File: config.mk
export PLATFORM = sky130hd
export DESIGN_NAME = xvc_cache
export DESIGN_NICKNAME = d
export VERILOG_FILES = /design/src/rtl/xvc_pkg.sv /design/src/rtl/xvc_l1.sv /design/src/rtl/xvc_vstore.sv /design/src/rtl/xvc_cache.sv
export SDC_FILE = /design/constraint.sdc
export NUM_CORES = 2
export LEC_CHECK = 0
export CAP_MARGIN = 20
export CORE_AREA = 10 10 413 415
export DETAILED_ROUTE_END_ITERATION = 10
export DIE_AREA = 0 0 423 425
export PLACE_DENSITY = 0.68
export SYNTH_ARGS = -nofsm -noshare
export SYNTH_HDL_FRONTEND = slang
export SYNTH_SLANG_ARGS = --single-unit
File: constraint.sdc
create_clock -name clk -period 10.5 [get_ports clk]
set_input_delay 1.05 -clock clk [delete_from_list [all_inputs] [get_ports clk]]
set_output_delay 1.05 -clock clk [all_outputs]
set_load 0.02 [all_outputs]
File: src/rtl/xvc_pkg.sv
package xvc_pkg;
  typedef enum logic [1:0] {
    ST_IDLE  = 2'd0,
    ST_VWAIT = 2'd1,
    ST_FILL  = 2'd2
  } xvc_state_e;

  // Replacement choice inside a 2-way set: an empty way first, else the LRU way.
  function automatic logic pick_way(input logic [1:0] vld, input logic lru_way);
    if (!vld[0])      return 1'b0;
    else if (!vld[1]) return 1'b1;
    else              return lru_way;
  endfunction
endpackage

File: src/rtl/xvc_l1.sv
module xvc_l1 #(
  parameter int ADDR_W = 10,
  parameter int DATA_W = 32,
  parameter int SETS   = 4
) (
  input  logic              clk,
  input  logic              rst_n,
  input  logic [ADDR_W-1:0] lk_addr,
  output logic              lk_hit,
  output logic              lk_way,
  output logic [DATA_W-1:0] lk_data,
  output logic              vic_way,
  output logic              vic_valid,
  output logic [ADDR_W-1:0] vic_addr,
  output logic [DATA_W-1:0] vic_data,
  output logic              vic_dirty,
  input  logic              touch_en,
  input  logic              upd_en,
  input  logic              upd_way,
  input  logic [DATA_W-1:0] upd_data,
  input  logic              upd_dirty
);
  import xvc_pkg::*;
  localparam int IDX_W = $clog2(SETS);
  localparam int TAG_W = ADDR_W - IDX_W;

  logic [1:0]        vld_q [SETS];
  logic [1:0]        dty_q [SETS];
  logic              lru_q [SETS];   // way that is least recently used
  logic [TAG_W-1:0]  tag_q [SETS][2];
  logic [DATA_W-1:0] dat_q [SETS][2];

  logic [IDX_W-1:0] idx;
  logic [TAG_W-1:0] tag;
  logic [1:0]       way_hit;
  logic             acc_way;

  assign idx = lk_addr[IDX_W-1:0];
  assign tag = lk_addr[ADDR_W-1:IDX_W];

  for (genvar gw = 0; gw < 2; gw++) begin : g_cmp
    assign way_hit[gw] = vld_q[idx][gw] && (tag_q[idx][gw] == tag);
  end

  assign lk_hit    = |way_hit;
  assign lk_way    = way_hit[1];
  assign lk_data   = dat_q[idx][lk_way];
  assign vic_way   = pick_way(vld_q[idx], lru_q[idx]);
  assign vic_valid = vld_q[idx][vic_way];
  assign vic_addr  = {tag_q[idx][vic_way], idx};
  assign vic_data  = dat_q[idx][vic_way];
  assign vic_dirty = dty_q[idx][vic_way];
  assign acc_way   = upd_en ? upd_way : lk_way;

  always_ff @(posedge clk or negedge rst_n) begin
    if (!rst_n) begin
      for (int s = 0; s < SETS; s++) begin
        vld_q[s] <= '0;
        dty_q[s] <= '0;
        lru_q[s] <= 1'b0;
      end
    end else begin
      if (upd_en) begin
        vld_q[idx][upd_way] <= 1'b1;
        dty_q[idx][upd_way] <= upd_dirty;
      end
      if (upd_en || touch_en) lru_q[idx] <= ~acc_way;
    end
  end

  always_ff @(posedge clk) begin
    if (upd_en) begin
      tag_q[idx][upd_way] <= tag;
      dat_q[idx][upd_way] <= upd_data;
    end
  end
endmodule

File: src/rtl/xvc_vstore.sv
module xvc_vstore #(
  parameter int ADDR_W = 10,
  parameter int DATA_W = 32,
  parameter int WAYS   = 16
) (
  input  logic                 clk,
  input  logic                 rst_n,
  input  logic [ADDR_W-1:0]    lk_addr,
  output logic                 lk_hit,
  output logic [$clog2(WAYS)-1:0] lk_way,
  output logic [DATA_W-1:0]    lk_data,
  output logic                 lk_dirty,
  output logic [$clog2(WAYS)-1:0] al_way,
  output logic                 al_valid,
  output logic [ADDR_W-1:0]    al_addr,
  output logic [DATA_W-1:0]    al_data,
  output logic                 al_dirty,
  input  logic                 put_en,
  input  logic [$clog2(WAYS)-1:0] put_way,
  input  logic [ADDR_W-1:0]    put_addr,
  input  logic [DATA_W-1:0]    put_data,
  input  logic                 put_dirty,
  input  logic                 free_en,
  input  logic [$clog2(WAYS)-1:0] free_way
);
  localparam int W_W = $clog2(WAYS);
  localparam logic [W_W-1:0] AGE_MAX = W_W'(WAYS - 1);

  logic [WAYS-1:0]   vld_w;
  logic [WAYS-1:0]   dty_w;
  logic [WAYS-1:0]   hit_vec;
  logic [WAYS-1:0]   old_vec;
  logic [ADDR_W-1:0] adr_w [WAYS];
  logic [DATA_W-1:0] dat_w [WAYS];
  logic [W_W-1:0]    age_w [WAYS];

  // Lowest set bit position of a vector.
  function automatic logic [W_W-1:0] first_one(input logic [WAYS-1:0] v);
    logic [W_W-1:0] r;
    r = '0;
    for (int i = WAYS - 1; i >= 0; i--) if (v[i]) r = W_W'(i);
    return r;
  endfunction

  for (genvar g = 0; g < WAYS; g++) begin : g_ent
    logic              vld_q;
    logic              dty_q;
    logic [ADDR_W-1:0] adr_q;
    logic [DATA_W-1:0] dat_q;
    logic [W_W-1:0]    age_q;

    // Ages form a permutation: 0 = newest, WAYS-1 = oldest.
    always_ff @(posedge clk or negedge rst_n) begin
      if (!rst_n) begin
        vld_q <= 1'b0;
        dty_q <= 1'b0;
        age_q <= W_W'(g);
      end else if (put_en) begin
        if (put_way == W_W'(g)) begin
          vld_q <= 1'b1;
          dty_q <= put_dirty;
          age_q <= '0;
        end else if (age_q < age_w[put_way]) begin
          age_q <= age_q + 1'b1;
        end
      end else if (free_en) begin
        if (free_way == W_W'(g)) begin
          vld_q <= 1'b0;
          age_q <= AGE_MAX;
        end else if (age_q > age_w[free_way]) begin
          age_q <= age_q - 1'b1;
        end
      end
    end

    always_ff @(posedge clk) begin
      if (put_en && (put_way == W_W'(g))) begin
        adr_q <= put_addr;
        dat_q <= put_data;
      end
    end

    assign vld_w[g]   = vld_q;
    assign dty_w[g]   = dty_q;
    assign adr_w[g]   = adr_q;
    assign dat_w[g]   = dat_q;
    assign age_w[g]   = age_q;
    assign hit_vec[g] = vld_q && (adr_q == lk_addr);
    assign old_vec[g] = (age_q == AGE_MAX);
  end

  assign lk_hit   = |hit_vec;
  assign lk_way   = first_one(hit_vec);
  assign lk_data  = dat_w[lk_way];
  assign lk_dirty = dty_w[lk_way];
  assign al_way   = (&vld_w) ? first_one(old_vec) : first_one(~vld_w);
  assign al_valid = vld_w[al_way];
  assign al_addr  = adr_w[al_way];
  assign al_data  = dat_w[al_way];
  assign al_dirty = dty_w[al_way];
endmodule

File: src/rtl/xvc_cache.sv
module xvc_cache #(
  parameter int ADDR_W    = 10,
  parameter int DATA_W    = 32,
  parameter int L1_SETS   = 4,
  parameter int VS_WAYS   = 16,
  parameter int EXTRA_LAT = 9
) (
  input  logic              clk,
  input  logic              rst_n,
  input  logic              req_valid,
  input  logic              req_we,
  input  logic [ADDR_W-1:0] req_addr,
  input  logic [DATA_W-1:0] req_wdata,
  output logic              req_ready,
  output logic              rsp_valid,
  output logic              rsp_l1_hit,
  output logic              rsp_vs_hit,
  output logic [DATA_W-1:0] rsp_rdata,
  output logic              mem_rd_req,
  output logic [ADDR_W-1:0] mem_rd_addr,
  input  logic              mem_rd_valid,
  input  logic [DATA_W-1:0] mem_rd_data,
  output logic              mem_wb_valid,
  output logic [ADDR_W-1:0] mem_wb_addr,
  output logic [DATA_W-1:0] mem_wb_data
);
  import xvc_pkg::*;
  localparam int VW_W  = $clog2(VS_WAYS);
  localparam int CNT_W = $clog2(EXTRA_LAT + 1);

  xvc_state_e        state_q;
  logic [CNT_W-1:0]  cnt_q;
  logic              cur_we;
  logic [ADDR_W-1:0] cur_addr;
  logic [DATA_W-1:0] cur_wdata;
  logic [ADDR_W-1:0] lk_addr;

  // first level
  logic              l1_lk_hit, l1_lk_way, l1_vic_way, l1_vic_valid, l1_vic_dirty;
  logic [DATA_W-1:0] l1_lk_data, l1_vic_data;
  logic [ADDR_W-1:0] l1_vic_addr;
  logic              l1_touch, l1_upd, l1_upd_way, l1_upd_dirty;
  logic [DATA_W-1:0] l1_upd_data;
  // victim store
  logic              vs_lk_hit, vs_lk_dirty, vs_al_valid, vs_al_dirty;
  logic [VW_W-1:0]   vs_lk_way, vs_al_way, vs_put_way;
  logic [DATA_W-1:0] vs_lk_data, vs_al_data;
  logic [ADDR_W-1:0] vs_al_addr;
  logic              vs_put, vs_free;

  // named events
  logic evt_accept, evt_l1_hit, evt_vs_hit, evt_miss, evt_vs_swap, evt_fill_done, evt_discard_wb;

  assign req_ready      = (state_q == ST_IDLE);
  assign lk_addr        = req_ready ? req_addr : cur_addr;
  assign evt_accept     = req_valid && req_ready;
  assign evt_l1_hit     = evt_accept && l1_lk_hit;
  assign evt_vs_hit     = evt_accept && !l1_lk_hit && vs_lk_hit;
  assign evt_miss       = evt_accept && !l1_lk_hit && !vs_lk_hit;
  assign evt_vs_swap    = (state_q == ST_VWAIT) && (cnt_q == CNT_W'(1));
  assign evt_fill_done  = (state_q == ST_FILL) && mem_rd_valid;
  assign evt_discard_wb = evt_fill_done && l1_vic_valid && vs_al_valid && vs_al_dirty;

  xvc_l1 #(.ADDR_W(ADDR_W), .DATA_W(DATA_W), .SETS(L1_SETS)) l1_i (
    .clk, .rst_n, .lk_addr,
    .lk_hit(l1_lk_hit), .lk_way(l1_lk_way), .lk_data(l1_lk_data),
    .vic_way(l1_vic_way), .vic_valid(l1_vic_valid), .vic_addr(l1_vic_addr),
    .vic_data(l1_vic_data), .vic_dirty(l1_vic_dirty),
    .touch_en(l1_touch), .upd_en(l1_upd), .upd_way(l1_upd_way),
    .upd_data(l1_upd_data), .upd_dirty(l1_upd_dirty)
  );

  xvc_vstore #(.ADDR_W(ADDR_W), .DATA_W(DATA_W), .WAYS(VS_WAYS)) vs_i (
    .clk, .rst_n, .lk_addr,
    .lk_hit(vs_lk_hit), .lk_way(vs_lk_way), .lk_data(vs_lk_data), .lk_dirty(vs_lk_dirty),
    .al_way(vs_al_way), .al_valid(vs_al_valid), .al_addr(vs_al_addr),
    .al_data(vs_al_data), .al_dirty(vs_al_dirty),
    .put_en(vs_put), .put_way(vs_put_way), .put_addr(l1_vic_addr),
    .put_data(l1_vic_data), .put_dirty(l1_vic_dirty),
    .free_en(vs_free), .free_way(vs_lk_way)
  );

  always_comb begin
    l1_touch     = 1'b0;
    l1_upd       = 1'b0;
    l1_upd_way   = l1_lk_way;
    l1_upd_data  = req_wdata;
    l1_upd_dirty = 1'b0;
    vs_put       = 1'b0;
    vs_put_way   = vs_al_way;
    vs_free      = 1'b0;
    if (evt_l1_hit) begin
      if (req_we) begin
        l1_upd       = 1'b1;
        l1_upd_dirty = 1'b1;
      end else begin
        l1_touch = 1'b1;
      end
    end else if (evt_vs_swap) begin
      l1_upd       = 1'b1;
      l1_upd_way   = l1_vic_way;
      l1_upd_data  = cur_we ? cur_wdata : vs_lk_data;
      l1_upd_dirty = vs_lk_dirty || cur_we;
      if (l1_vic_valid) begin
        vs_put     = 1'b1;
        vs_put_way = vs_lk_way;
      end else begin
        vs_free = 1'b1;
      end
    end else if (evt_fill_done) begin
      l1_upd       = 1'b1;
      l1_upd_way   = l1_vic_way;
      l1_upd_data  = cur_we ? cur_wdata : mem_rd_data;
      l1_upd_dirty = cur_we;
      vs_put       = l1_vic_valid;
    end
  end

  always_ff @(posedge clk or negedge rst_n) begin
    if (!rst_n) begin
      state_q      <= ST_IDLE;
      cnt_q        <= '0;
      cur_we       <= 1'b0;
      cur_addr     <= '0;
      cur_wdata    <= '0;
      rsp_valid    <= 1'b0;
      rsp_l1_hit   <= 1'b0;
      rsp_vs_hit   <= 1'b0;
      rsp_rdata    <= '0;
      mem_rd_req   <= 1'b0;
      mem_rd_addr  <= '0;
      mem_wb_valid <= 1'b0;
      mem_wb_addr  <= '0;
      mem_wb_data  <= '0;
    end else begin
      rsp_valid    <= 1'b0;
      rsp_l1_hit   <= 1'b0;
      rsp_vs_hit   <= 1'b0;
      mem_wb_valid <= 1'b0;
      if (evt_accept) begin
        cur_we    <= req_we;
        cur_addr  <= req_addr;
        cur_wdata <= req_wdata;
      end
      unique case (state_q)
        ST_IDLE: begin
          if (evt_l1_hit) begin
            rsp_valid  <= 1'b1;
            rsp_l1_hit <= 1'b1;
            rsp_rdata  <= req_we ? req_wdata : l1_lk_data;
          end else if (evt_vs_hit) begin
            state_q <= ST_VWAIT;
            cnt_q   <= CNT_W'(EXTRA_LAT);
          end else if (evt_miss) begin
            state_q     <= ST_FILL;
            mem_rd_req  <= 1'b1;
            mem_rd_addr <= req_addr;
          end
        end
        ST_VWAIT: begin
          if (evt_vs_swap) begin
            state_q    <= ST_IDLE;
            rsp_valid  <= 1'b1;
            rsp_vs_hit <= 1'b1;
            rsp_rdata  <= l1_upd_data;
          end else begin
            cnt_q <= cnt_q - 1'b1;
          end
        end
        ST_FILL: begin
          if (evt_fill_done) begin
            state_q    <= ST_IDLE;
            mem_rd_req <= 1'b0;
            rsp_valid  <= 1'b1;
            rsp_rdata  <= l1_upd_data;
            if (evt_discard_wb) begin
              mem_wb_valid <= 1'b1;
              mem_wb_addr  <= vs_al_addr;
              mem_wb_data  <= vs_al_data;
            end
          end
        end
        default: state_q <= ST_IDLE;
      endcase
    end
  end
endmodule

==> reports/summary.md <==
The flow ran to the end, and the final reports show no timing, DRC or antenna violations. The die covers 180,000 um2. By count the netlist is led by sky130_fd_sc_hd__nand2_1, sky130_fd_sc_hd__edfxtp_1, sky130_fd_sc_hd__mux2i_1. Summing the sequential cell areas from Yosys gives 54.6% of the chip area. Based on the critical path, the design can be clocked at up to 0.113 GHz. Clock sink count: 1,246. The fraction of registers with async set/reset is 20.4%, and the number of vias in the routed layout is 52,028. The final worst clock skew was 0.0538 ns. The first-pass GRT wire length is 318,000 um.

For this run, the detailed router's first-pass iteration total came to 9. The slew at the pin closest to its max-slew limit works out to 1.23 ns. The class of the worst hold path is primary input to async pin. Summed over all layers, the routed wires come to 215,000 um. The die is 423 um wide. By area the synthesized netlist is led by sky130_fd_sc_hd__edfxtp_1, sky130_fd_sc_hd__dfrtp_1, sky130_fd_sc_hd__nand2_1. The fraction of layout cells with a size suffix above 1 was 10.3%. The tool flagged a number of max-cap violations equal to 0. The violation count after the first detailed-routing iteration was 6,255; the clock transition at the registers of the reported paths was 0.06 ns. The logs give 0.953 for the global placement routability congestion and 14,488 for the number of filler cells placed in the layout.

During I/O placement, the number of pins put on the boundary was 169. The final critical-path share of the clock period was 84.3%. The count of buffers added on input and output ports is 168. In this run, placement finished with an instance count of 8,184. The most repeated cell in the gate-level netlist after synthesis is sky130_fd_sc_hd__nand2_1. Summed over all instances, the cell type with the most area after synthesis is sky130_fd_sc_hd__edfxtp_1. Arrival time at the worst endpoint: 9.55 ns. The kind of critical path is register to register. The number of setup buffers added after CTS is 0. Headroom to the max-slew limit came out at 17.2%. The clock reaches the later pin of the worst-skew pair after 0.82 ns. TritonCTS built the clock tree. Summed over all failing endpoints, the final setup total negative slack is 0 ns. Traced cell by cell, the critical path runs through inv_1, ha_2, mux2i_4, xnor2_1, nor4b_1, nand3_1, a211oi_1, o211ai_1, a31oi_4, buf_4, buf_12, buf_4, mux2_2, a21oi_1, o211ai_1, a222oi_1, o21ai_0, a21oi_1, o21ai_0.

The post-synthesis share of cell area spent on xor and xnor gates is 2.53%. Summing the areas of all compound-gate instances in the mapped netlist gives 12.4% of the synthesized area. Setup violations remaining at the end of the flow were counted as 0. Of the post-synthesis cell area, the dominant cell type holds 45.0%.

The total leakage power was 26.5 nW. The tools report the type of destination of the critical path as a register. The average instance area after synthesis is 10.8 um2. Total congestion overflow after global routing: 0. Entering global routing, the biggest net connects 184 pins. The cell with the largest stage delay on the worst path was sky130_fd_sc_hd__mux2i_4. The stage delay of the slowest cell on the critical path was 1.05 ns.

In the routed layout, each cell is associated on average with a via count of 6.17. The run gives 4 as the depth of the CTS H-tree. Relative to the synthesized area, the layout overhead comes to 12.9%. The number of global-route vias before repair was 49,716. Setup repair after global routing left no endpoint under its margin. The most used flip-flop cell after synthesis is sky130_fd_sc_hd__edfxtp_1. After detailed routing, the average wire length per cell comes to 25.5 um. After synthesis the netlist holds a flip-flop and latch count of 1,246.

Once detail routing completed, the nets flagged for antenna violations numbered 0. For the finished layout, the period the worst path requires is 8.85 ns. The floorplan row count was 148. Synthesis produced a netlist with a net count of 6,377. From bottom edge to top edge, the die measures 425 um.

The peak supply drop was 238 uV; the power density normalized to cell area was 299 nW/um2. For this run, the total global-route usage over all layers was measured as 22.8%. The effective utilization at floorplan came out at 40.9%. The synthesized netlist devotes 14.9% of its cell area to simple gates.

For the remaining design rule violation count, the log shows 0. Data on the critical path is required at its endpoint by 11.21 ns. The maximum buffer depth of the clock tree is 3.

The total of warnings raised by yosys came out at 0. The number of hold buffers added after CTS was 0. The core region is 162,000 um2. The number of synthesized flops with an enable pin came out at 992. The number of failing hold endpoints at the final stage was 0. For the count of pins over their slew limit, the log shows 0.

The combinational family with the most area after synthesis was simple AND/OR/NAND/NOR gates. The initial antenna violation count came out at 8. Summing every instance area after synthesis gives 66,200 um2. Startpoint class of the critical path: a register.

Of the total synthesized cell area, the portion taken by full adders, half adders and majority gates is 2.83%. The number of instances in the synthesized netlist is 6,148, and the number of distinct library cell variants in the gate-level netlist after synthesis is 99. The critical path contains buffers and inverters numbering 4 combined.

The number of buffers added by the clock tree synthesis step is 135, and the mux cell area share after synthesis is 9.58%. Cells fill 46.2% of the core in the end. For the post-detailed-placement half-perimeter wirelength, the log shows 129,000 um.

The maximum fanout along the worst path is 119. The tree is rooted in a sky130_fd_sc_hd__clkbuf_16. The number of nets in the layout came out at 6,376. In this run, post-CTS repair resized a total of 0 instances. The family with the most delay on the worst path was compound AO/OA/AOI/OAI gates. The finished layout holds 8,438 standard cells, fillers aside.
==> state kept, by name, indices dropped and copies added (netlist names), 2 cells and up <==
register / count
l1_i.dty_q: 8
vs_i.g_ent.dat_q: 512
vs_i.g_ent.adr_q: 160
cur_wdata: 32
rsp_rdata: 32
mem_wb_addr: 10
cnt_q: 4
mem_rd_addr: 10
vs_i.g_ent.vld_q: 16
l1_i.tag_q: 64
l1_i.dat_q: 256
l1_i.lru_q: 4
vs_i.g_ent.dty_q: 16
cur_addr: 10
vs_i.g_ent.age_q: 64
state_q: 2
mem_wb_data: 32
l1_i.vld_q: 8
==> per-stage QoR <==
| step | setup slack (ns) | area (um2) | hold slack (ns) | power [mW] |
|---|---|---|---|---|
| after floorplan | 2.80 | 66200 | 0.434 | 13.9 |
| after global placement | 2.12 | 70300 | 0.455 | 17.2 |
| after detailed placement | 1.89 | 70300 | 0.452 | 17.4 |
| after CTS | 1.92 | 74700 | 0.224 | 22.2 |
| after global routing | 1.36 | 74800 | 0.267 | 23.4 |
| final | 1.65 | 74800 | 0.233 | 22.4 |
==> logic make-up (layout without fill, tap and decap cells) <==
group | after synthesis | in the layout
simple gates | 2228 | 2228
flops | 1246 | 1246
compound gates | 1231 | 1231
mux | 601 | 601
buf+inv | 501 | 613
xor+xnor | 191 | 191
fa+ha+maj | 150 | 150
other cells | 0 | 3
==> final timing paths <==
kind | cells after the start | slack [ns] | startpoint | end
min in group clk | 1 | 0.47 | l1_i.vld_q[7] | l1_i.vld_q[7]
worst min-delay path | 1 | 0.23 | rst_n | mem_wb_data[1]
worst max register to register | 19 | 1.65 | state_q[1] | rsp_rdata[28]
worst max-delay path | 19 | 1.65 | state_q[1] | rsp_rdata[28]
max in group asynchronous | 2 | 8.86 | rst_n | cur_addr[6]
worst min register to register | 1 | 0.47 | l1_i.vld_q[7] | l1_i.vld_q[7]
==> cell usage in the layout (no fill, tap or decap), types with 50 or more instances in the layout <==
master | synthesis | final
sky130_fd_sc_hd__nand2_1 | 1205 | 1203
sky130_fd_sc_hd__edfxtp_1 | 992 | 992
sky130_fd_sc_hd__mux2i_1 | 384 | 378
sky130_fd_sc_hd__nor2_1 | 303 | 286
sky130_fd_sc_hd__a21oi_1 | 282 | 281
sky130_fd_sc_hd__nand3_1 | 275 | 273
sky130_fd_sc_hd__o21ai_0 | 259 | 256
sky130_fd_sc_hd__dfrtp_1 | 222 | 222
sky130_fd_sc_hd__mux2_2 | 208 | 208
sky130_fd_sc_hd__and3_1 | 183 | 182
sky130_fd_sc_hd__clkdlybuf4s50_1 | 0 | 166
sky130_fd_sc_hd__xnor2_1 | 163 | 163
sky130_fd_sc_hd__ha_1 | 150 | 149
sky130_fd_sc_hd__a311oi_1 | 142 | 142
sky130_fd_sc_hd__clkbuf_16 | 0 | 135
sky130_fd_sc_hd__a31oi_1 | 133 | 132
sky130_fd_sc_hd__buf_4 | 11 | 102
sky130_fd_sc_hd__inv_1 | 79 | 70
sky130_fd_sc_hd__o211ai_1 | 55 | 55
sky130_fd_sc_hd__nor3_1 | 55 | 51
sky130_fd_sc_hd__a22oi_1 | 50 | 50
==> area by class of cell <==
| class | count | area (um2) | share of cell area, % |
|---|---|---|---|
| clock buffers | 192 | 3750 | 5.02 |
| clock inverters | 58 | 671 | 0.897 |
| flip-flops and latches | 1246 | 36200 | 48.4 |
| repair buffers | 282 | 2700 | 3.61 |
| inverters | 81 | 307 | 0.410 |
| well taps | 2175 | 2720 | 3.64 |
| multi-input cells | 4401 | 28400 | 38.0 |
| diodes | 3 | 7.51 | 0.0100 |
==> power by group <==
group          internal (mW)  switching (mW)
Clock                   2.68            2.07
Combinational           3.24            6.75
Sequential              7.11           0.521
==> worst register-to-register path, cell delays in order, from the launching register on <==
cell and delay (ns):
sky130_fd_sc_hd__dfrtp_1 0.41, sky130_fd_sc_hd__inv_1 0.10, sky130_fd_sc_hd__ha_2 0.80, sky130_fd_sc_hd__mux2i_4 1.06, sky130_fd_sc_hd__xnor2_1 0.25, sky130_fd_sc_hd__nor4b_1 0.65
sky130_fd_sc_hd__nand3_1 0.19, sky130_fd_sc_hd__a211oi_1 0.44, sky130_fd_sc_hd__o211ai_1 0.28, sky130_fd_sc_hd__a31oi_4 0.26, sky130_fd_sc_hd__buf_4 0.55, sky130_fd_sc_hd__buf_12 0.62
sky130_fd_sc_hd__buf_4 1.01, sky130_fd_sc_hd__mux2_2 0.36, sky130_fd_sc_hd__a21oi_1 0.06, sky130_fd_sc_hd__o211ai_1 0.51, sky130_fd_sc_hd__a222oi_1 0.17, sky130_fd_sc_hd__o21ai_0 0.69
sky130_fd_sc_hd__a21oi_1 0.16, sky130_fd_sc_hd__o21ai_0 0.18
==> per-layer routing <==
layer / GRT usage, % / vias up / routed length, um
met1: 30.5 / 25594 / 86000
li1: - / 22885 / -
met5: 0 / - / 70
met3: 5.30 / 541 / 22700
met2: 35.4 / 2998 / 96400
met4: 10.0 / 10 / 9860
Note: power is estimated with default switching activity, not from simulation.
